**config.mk**
```make
export PLATFORM = sky130hd
export DESIGN_NAME = mcd_top
export DESIGN_NICKNAME = d
export VERILOG_FILES = /design/src/rtl/mcd_pkg.sv /design/src/rtl/mcd_sync_pick.sv /design/src/rtl/mcd_half_pair.sv /design/src/rtl/mcd_byte_asm.sv /design/src/rtl/mcd_top.sv
export SDC_FILE = /design/constraint.sdc
export NUM_CORES = 1
export LEC_CHECK = 0
export CAP_MARGIN = 20
export CORE_MARGIN = 3
export CORE_UTILIZATION = 65
export DETAILED_ROUTE_END_ITERATION = 10
export DONT_BUFFER_PORTS = 1
export PLACE_DENSITY = 0.8
export SKIP_CTS_REPAIR_TIMING = 1
export SYNTH_ARGS = -nofsm -noshare
export SYNTH_HDL_FRONTEND = slang
export SYNTH_HIERARCHICAL = 1
export SYNTH_SLANG_ARGS = --single-unit
```
**constraint.sdc**
```tcl
create_clock -name clk -period 8.4 [get_ports clk]
set_input_delay 0.84 -clock clk [delete_from_list [all_inputs] [get_ports clk]]
set_output_delay 0.84 -clock clk [all_outputs]
set_load 0.05 [all_outputs]
```
**src/rtl/mcd_pkg.sv**
```systemverilog
package mcd_pkg;

    typedef enum logic [2:0] {
        ST_IDLE,
        ST_BURST,
        ST_SOF2,
        ST_SOF3,
        ST_DATA,
        ST_ERR
    } mcd_state_e;

    // {first half modulated, second half modulated}
    typedef enum logic [1:0] {
        HV_NONE   = 2'b00,
        HV_SECOND = 2'b01,
        HV_FIRST  = 2'b10,
        HV_BOTH   = 2'b11
    } mcd_half_e;

endpackage

```
**src/rtl/mcd_sync_pick.sv**
```systemverilog
module mcd_sync_pick #(
    parameter int SPN = 4,
    localparam int PW = (SPN > 1) ? $clog2(SPN) : 1
) (
    input  logic [SPN-1:0] nib,
    output logic           hit,
    output logic [PW-1:0]  pos
);
    // Highest index is the earliest sample; later loop iterations win.
    always_comb begin
        hit = 1'b0;
        pos = '0;
        for (int i = 0; i < SPN; i++) begin
            if (nib[i]) begin
                hit = 1'b1;
                pos = PW'(i);
            end
        end
    end
endmodule

```
**src/rtl/mcd_half_pair.sv**
```systemverilog
module mcd_half_pair
    import mcd_pkg::*;
(
    input  logic      clk,
    input  logic      rst_n,
    input  logic      clear,
    input  logic      step,
    input  logic      mod_in,
    output logic      period_end,
    output mcd_half_e cls
);
    logic phase;
    logic first_q;

    always_ff @(posedge clk) begin
        if (!rst_n || clear) begin
            phase   <= 1'b0;
            first_q <= 1'b0;
        end else if (step) begin
            phase <= ~phase;
            if (!phase) first_q <= mod_in;
        end
    end

    assign period_end = step && phase;
    assign cls        = mcd_half_e'({first_q, mod_in});
endmodule

```
**src/rtl/mcd_byte_asm.sv**
```systemverilog
module mcd_byte_asm #(
    parameter int BW = 8,
    localparam int SW = BW + 1,
    localparam int CW = $clog2(BW + 1)
) (
    input  logic          clk,
    input  logic          rst_n,
    input  logic          clear,
    input  logic          push,
    input  logic          bit_in,
    output logic          full,
    output logic [BW-1:0] full_byte,
    output logic [CW-1:0] cnt,
    output logic [BW-1:0] part_byte
);
    localparam logic [CW-1:0] SW_C   = CW'(SW);
    localparam logic [CW-1:0] LAST_C = CW'(BW - 1);

    logic [SW-1:0] sr;
    logic [SW-1:0] sh;

    always_ff @(posedge clk) begin
        if (!rst_n || clear) begin
            sr  <= '0;
            cnt <= '0;
        end else if (push) begin
            sr  <= {bit_in, sr[SW-1:1]};
            cnt <= full ? '0 : cnt + 1'b1;
        end
    end

    assign full      = push && (cnt == LAST_C);
    assign full_byte = {bit_in, sr[SW-1:2]};
    assign sh        = sr >> (SW_C - cnt);
    assign part_byte = sh[BW-1:0];
endmodule

```
**src/rtl/mcd_top.sv**
```systemverilog
module mcd_top
    import mcd_pkg::*;
#(
    parameter int SPN   = 4,
    parameter int BW    = 8,
    parameter int LEN_W = 8
) (
    input  logic                                 clk,
    input  logic                                 rst_n,
    input  logic                                 nib_vld,
    input  logic [SPN-1:0]                       nib,
    output logic                                 byte_vld,
    output logic [BW-1:0]                        byte_data,
    output logic                                 byte_par,
    output logic                                 frame_done,
    output logic [LEN_W-1:0]                     frame_len,
    output logic [((SPN > 1) ? $clog2(SPN) : 1)-1:0] sync_ofs
);
    localparam int PW = (SPN > 1) ? $clog2(SPN) : 1;
    localparam int CW = $clog2(BW + 1);

    mcd_state_e state, nxt;

    logic          hit;
    logic [PW-1:0] pos_c, pos_q;
    logic          mod;
    logic          h_clear, h_step, period_end;
    mcd_half_e     cls;
    logic          push, bit_val, full;
    logic [BW-1:0] full_byte, part_byte;
    logic [CW-1:0] cnt;
    logic [LEN_W-1:0] len;
    logic          eof, part_ok, eof_good;

    mcd_sync_pick #(.SPN(SPN)) u_pick (
        .nib (nib),
        .hit (hit),
        .pos (pos_c)
    );

    assign mod     = nib[pos_q];
    assign h_clear = (state == ST_IDLE) || (state == ST_BURST);
    assign h_step  = nib_vld && !h_clear;

    mcd_half_pair u_half (
        .clk        (clk),
        .rst_n      (rst_n),
        .clear      (h_clear),
        .step       (h_step),
        .mod_in     (mod),
        .period_end (period_end),
        .cls        (cls)
    );

    assign push    = (state == ST_DATA) && period_end &&
                     ((cls == HV_FIRST) || (cls == HV_SECOND));
    assign bit_val = (cls == HV_SECOND);

    mcd_byte_asm #(.BW(BW)) u_asm (
        .clk       (clk),
        .rst_n     (rst_n),
        .clear     (state == ST_IDLE),
        .push      (push),
        .bit_in    (bit_val),
        .full      (full),
        .full_byte (full_byte),
        .cnt       (cnt),
        .part_byte (part_byte)
    );

    assign eof      = (state == ST_DATA) && period_end && (cls == HV_BOTH);
    assign part_ok  = (cnt > CW'(1));
    assign eof_good = eof && ((len != '0) || part_ok);

    // State register
    always_ff @(posedge clk) begin
        if (!rst_n) state <= ST_IDLE;
        else        state <= nxt;
    end

    // Next-state logic
    always_comb begin
        nxt = state;
        unique case (state)
            ST_IDLE:  if (nib_vld && hit) nxt = ST_BURST;
            ST_BURST: if (nib_vld) nxt = mod ? ST_SOF2 : ST_IDLE;
            ST_SOF2:  if (period_end) nxt = (cls == HV_SECOND) ? ST_SOF3 : ST_ERR;
            ST_SOF3:  if (period_end) nxt = (cls == HV_SECOND) ? ST_DATA : ST_ERR;
            ST_DATA: begin
                if (period_end) begin
                    unique case (cls)
                        HV_FIRST, HV_SECOND: nxt = ST_DATA;
                        HV_BOTH:             nxt = eof_good ? ST_IDLE : ST_ERR;
                        HV_NONE:             nxt = ST_ERR;
                    endcase
                end
            end
            ST_ERR:   if (period_end) nxt = ST_IDLE;
            default:  nxt = ST_IDLE;
        endcase
    end

    // Outputs and frame bookkeeping
    always_ff @(posedge clk) begin
        if (!rst_n) begin
            byte_vld   <= 1'b0;
            byte_data  <= '0;
            byte_par   <= 1'b0;
            frame_done <= 1'b0;
            frame_len  <= '0;
            sync_ofs   <= '0;
            pos_q      <= '0;
            len        <= '0;
        end else begin
            byte_vld   <= 1'b0;
            frame_done <= 1'b0;
            if (state == ST_IDLE) begin
                len <= '0;
                if (nib_vld && hit) begin
                    pos_q    <= pos_c;
                    sync_ofs <= pos_c;
                end
            end
            if (full) begin
                byte_vld  <= 1'b1;
                byte_data <= full_byte;
                byte_par  <= ~^full_byte;
                len       <= len + 1'b1;
            end
            if (eof_good) begin
                frame_done <= 1'b1;
                frame_len  <= len + LEN_W'(part_ok);
                if (part_ok) begin
                    byte_vld  <= 1'b1;
                    byte_data <= part_byte;
                    byte_par  <= 1'b0;
                end
            end
        end
    end
endmodule

```
==> load_flow_metrics.sql <==
INSERT INTO impl_metrics (metric_group, metric, value, unit) VALUES
('routing', 'ant_nets', '0', ''),
('sta', 'finalHoldViolations', '0', ''),
('power', 'netSwitchingPower', '0.0976', 'mW'),
('min_path', 'hold_class', 'flip-flop to flip-flop', ''),
('grt', 'track_usage', '0.228', ''),
('layout', 'layout_overhead_on_the_synthesized_area', '-2.10', '%'),
('clock_network', 'master_cell_of_the_clock_root_buffer', 'sky130_fd_sc_hd__clkbuf_8', ''),
('synth', 'synth-seq-cells', '47', ''),
('floorplanning', 'top_level_ports', '28', ''),
('sta', 'timing.clock.skew', '10.9', 'ps'),
('grt', 'grt_pass1_vias', '2063', ''),
('floorplanning', 'die-area', '5330', 'um^2'),
('routing', 'post_drt_wl_per_cell', '15.8', 'um'),
('synth', 'yosysWarnings', '6', ''),
('sta', 'fmaxAchievable', '246', 'MHz'),
('routing', 'drt_wl_total', '5380', 'um'),
('grt', 'first_pass_grt_wire_length', '9560', 'um'),
('synth', 'netlist-cell-type-count', '60', ''),
('worst_setup_path', 'crit_path_end_kind', 'flip-flop', ''),
('worst_setup_path', 'crit_fanout', '22', ''),
('power', 'power.internal', '0.295', 'mW'),
('power', 'fin_total_pwr', '0.393', 'mW'),
('grt', 'globalRouteOverflowTotal', '0', ''),
('synth', 'asyncSetResetFlopFracSynth', '0', ''),
('sta', 'worst-slew-pin-transition', '914', 'ps'),
('worst_setup_path', 'kind_of_start_point_of_the_critical_path', 'flip-flop', ''),
('layout', 'drive_above_1_share', '0.100', ''),
('synth', 'synth-main-ff-cell', 'sky130_fd_sc_hd__dfxtp_1', ''),
('floorplanning', 'fp.coreArea', '4170', 'um^2'),
('layout', 'final_cells', '340', ''),
('grt', 'grt_antenna_before_repair', '0', ''),
('synth', 'yosysSeqAreaShare', '0.322', ''),
('routing', 'tritonroute_pass_1_iters', '5', ''),
('power', 'sw_frac_of_total', '0.249', ''),
('floorplanning', 'die-width', '73.0', 'um'),
('layout', 'n_antenna_cell', '0', ''),
('min_path', 'hold_start', 'u_asm/sr[0]', ''),
('synth', 'netlist_area', '2920', 'um^2'),
('worst_setup_path', 'critical_path.startpoint', 'pos_q[0]', ''),
('clock_network', 'clk_path_buf_depth', '2', ''),
('sta', 'slew_headroom', '0.390', ''),
('synth', 'postSynthAreaPerCell', '9.39', 'um^2'),
('clock_network', 'clkSinkCount', '47', ''),
('sta', 'hold_slack', '505', 'ps'),
('grt', 'grt_max_degree', '26', ''),
('routing', 'drcViolationCount', '0', ''),
('layout', 'nNetsFinal', '306', ''),
('power', 'power-per-cell-area', '137', 'nW/um^2'),
('status', 'result_of_the_run', 'finished, final reports clean', ''),
('synth', 'synth-edff-count', '0', ''),
('power', 'pwr-share-seq', '0.588', ''),
('worst_setup_path', 'crit-reg2reg-launch', 'pos_q[0]', ''),
('floorplanning', 'floorplan.die.height', '73.0', 'um'),
('worst_setup_path', 'critPathRequiredTime', '8610', 'ps'),
('clock_network', 'htreeDepth', '2', ''),
('layout', 'final_design_area_no_fill', '2860', 'um^2'),
('power', 'power.clock.fraction', '0.342', ''),
('place', 'placedInstanceArea', '2770', 'um^2'),
('floorplanning', 'floorplan.rows', '23', ''),
('synth', 'syn-num-nets', '328', ''),
('clock_network', 'cts_bufs_inserted', '5', ''),
('routing', 'drtIter0Drc', '185', ''),
('worst_setup_path', 'worstSetupPathType', 'flip-flop to flip-flop', ''),
('run', 'max_capacitance_violation_total', '0', ''),
('place', 'placedCellCount', '332', ''),
('power', 'combPwrFrac', '0.070', ''),
('place', 'io_buffer_count', '0', ''),
('routing', 'detailroute.via_count', '2121', ''),
('sta', 'final_period_minus_worst_setup_slack', '4070', 'ps'),
('sta', 'unrepaired_setup_endpoints_after_global_routing', 'no', ''),
('sta', 'final.setup.tns', '0', 'ps'),
('routing', 'post_drt_via_cell_ratio', '6.24', ''),
('worst_setup_path', 'cp.arrival', '4290', 'ps'),
('clock_network', 'clk_latency', '300', 'ps'),
('sta', 'setup-violations-final', '0', ''),
('sta', 'final_min_period_over_clock_period', '0.485', ''),
('floorplanning', 'initial_cell_density_of_the_core', '0.700', ''),
('place', 'hpwl', '3830', 'um'),
('power', 'p_leak', '0.967', 'nW'),
('sta', 'final_max_slew_viol_count', '0', ''),
('synth', 'postSynthCellCount', '311', ''),
('power', 'worst_ir_drop_vdd', '0.0801', 'mV'),
('clock_network', 'cts_tree', 'yes', ''),
('place', 'gpl.final_weighted_congestion', '0.926', ''),
('clock_network', 'clk_transition_reported_paths', '90', 'ps');
-- cell type report --
class | count | area, um^2
Clock buffer | 5 | 68.8
Clock inverter | 3 | 18.8
Fill cell | 331 | 1320
Inverter | 13 | 48.8
Multi-Input combinational cell | 222 | 1720
Sequential cell | 47 | 941
Tap cell | 50 | 62.6
-- power groups by stage --
stage	registers, mW	logic, mW	clock network (mW)
detailed placement	0.236	0.0275	0
global placement	0.236	0.0272	0
global route	0.231	0.0308	0.150
finish	0.231	0.0275	0.134
floorplan	0.234	0.0281	0
CTS	0.231	0.0275	0.139
-- state kept, by name (all words and copies together), names as in the netlist, 2 cells and up --
name and cells:
pos_q 2, len 8, frame_len 8, byte_data 8
state 3, u_asm/cnt 4, u_asm/sr 9
-- cell usage in the layout (no fill, tap or decap), types with 2 or more instances in the layout --
master                      n
sky130_fd_sc_hd__a22o_1     2
sky130_fd_sc_hd__nand2_1   10
sky130_fd_sc_hd__xnor2_1   13
sky130_fd_sc_hd__ha_1      10
sky130_fd_sc_hd__mux4_2     5
sky130_fd_sc_hd__or3_1      4
sky130_fd_sc_hd__nand3b_1   2
sky130_fd_sc_hd__nor3_1     6
sky130_fd_sc_hd__nor3b_1    2
sky130_fd_sc_hd__inv_1     12
sky130_fd_sc_hd__o211ai_1   4
sky130_fd_sc_hd__nor2b_1    3
sky130_fd_sc_hd__dfxtp_1   47
sky130_fd_sc_hd__a31oi_1    2
sky130_fd_sc_hd__nand3_1    6
sky130_fd_sc_hd__a211oi_2   3
sky130_fd_sc_hd__clkinv_2   2
sky130_fd_sc_hd__nand2b_1   5
sky130_fd_sc_hd__nor2_1    43
sky130_fd_sc_hd__o21ai_0    7
sky130_fd_sc_hd__a21oi_1   12
sky130_fd_sc_hd__clkbuf_8   5
sky130_fd_sc_hd__nor3_2     2
sky130_fd_sc_hd__mux2i_1   31
sky130_fd_sc_hd__and3_1     3
sky130_fd_sc_hd__and2_1     3
sky130_fd_sc_hd__nand4_1    2
sky130_fd_sc_hd__a211oi_1  11
sky130_fd_sc_hd__a32o_1     2
sky130_fd_sc_hd__xor2_1     4
-- per-layer routing --
metal / vias to the layer above / global-route usage / wire length [um]
met5: - / 0 / 0
met4: 0 / 0.105 / 116
met3: 11 / 0.0455 / 212
met2: 51 / 0.363 / 2590
met1: 1011 / 0.294 / 2470
li1: 1048 / - / -
-- synthesized netlist by cell type, types with 2 or more instances --
master / count / area, um^2
sky130_fd_sc_hd__dfxtp_1: 47 / 941
sky130_fd_sc_hd__nor2_1: 43 / 161
sky130_fd_sc_hd__mux2i_1: 31 / 310
sky130_fd_sc_hd__xnor2_1: 13 / 114
sky130_fd_sc_hd__a21oi_1: 12 / 60.1
sky130_fd_sc_hd__inv_1: 12 / 45.0
sky130_fd_sc_hd__a211oi_1: 11 / 82.6
sky130_fd_sc_hd__buf_4: 11 / 82.6
sky130_fd_sc_hd__ha_1: 10 / 125
sky130_fd_sc_hd__nand2_1: 10 / 37.5
sky130_fd_sc_hd__o21ai_0: 7 / 35.0
sky130_fd_sc_hd__buf_2: 6 / 30.0
sky130_fd_sc_hd__nand3_1: 6 / 30.0
sky130_fd_sc_hd__nor3_1: 6 / 30.0
sky130_fd_sc_hd__buf_6: 5 / 56.3
sky130_fd_sc_hd__clkbuf_1: 5 / 18.8
sky130_fd_sc_hd__mux4_2: 5 / 113
sky130_fd_sc_hd__nand2b_1: 5 / 31.3
sky130_fd_sc_hd__o211ai_1: 4 / 30.0
sky130_fd_sc_hd__or3_1: 4 / 25.0
sky130_fd_sc_hd__xor2_1: 4 / 35.0
sky130_fd_sc_hd__a211oi_2: 3 / 37.5
sky130_fd_sc_hd__and2_1: 3 / 18.8
sky130_fd_sc_hd__and3_1: 3 / 18.8
sky130_fd_sc_hd__nor2b_1: 3 / 18.8
sky130_fd_sc_hd__a22o_1: 2 / 17.5
sky130_fd_sc_hd__a31oi_1: 2 / 12.5
sky130_fd_sc_hd__a32o_1: 2 / 20.0
sky130_fd_sc_hd__nand3b_1: 2 / 15.0
sky130_fd_sc_hd__nand4_1: 2 / 12.5
sky130_fd_sc_hd__nor3_2: 2 / 20.0
sky130_fd_sc_hd__nor3b_1: 2 / 15.0
-- per-stage QoR --
| step | worst slack, ps | util |
|---|---|---|
| after floorplan | 5310 | - |
| final | 4330 | 0.685 |
| after CTS | 4310 | 0.685 |
| after detailed placement | 4280 | 0.664 |
| after global routing | 4040 | 0.685 |
| after global placement | 4390 | 0.664 |
-- final timing paths --
| kind | to | slack, ps | cells after the start |
|---|---|---|---|
| setup / recovery | len[5] | 4330 | 8 |
| hold reg to reg | u_asm/sr[0] | 510 | 2 |
| hold / removal | u_asm/sr[0] | 510 | 2 |
| setup reg to reg | len[5] | 4330 | 8 |
-- worst max-delay path: stages (launching register included) --
cell and delay (ps):
sky130_fd_sc_hd__dfxtp_1 680, sky130_fd_sc_hd__mux4_2 640, sky130_fd_sc_hd__inv_1 90, sky130_fd_sc_hd__ha_1 170, sky130_fd_sc_hd__and3_1 610, sky130_fd_sc_hd__and4b_1 900
sky130_fd_sc_hd__nand4_1 330, sky130_fd_sc_hd__or3_1 410, sky130_fd_sc_hd__a21oi_1 160
-- cell families (layout without fill, tap and decap cells) --
| logic type | Yosys count | after routing | synth area share |
|---|---|---|---|
| simple gates | 103 | 103 | 0.194 |
| mux | 39 | 39 | 0.162 |
| xor+xnor | 18 | 18 | 0.0566 |
| flops | 47 | 47 | 0.322 |
| compound gates | 52 | 52 | 0.134 |
| fa+ha+maj | 10 | 10 | 0.0429 |
| buf+inv | 42 | 21 | 0.0892 |
Power figures use the tool's default switching activity.
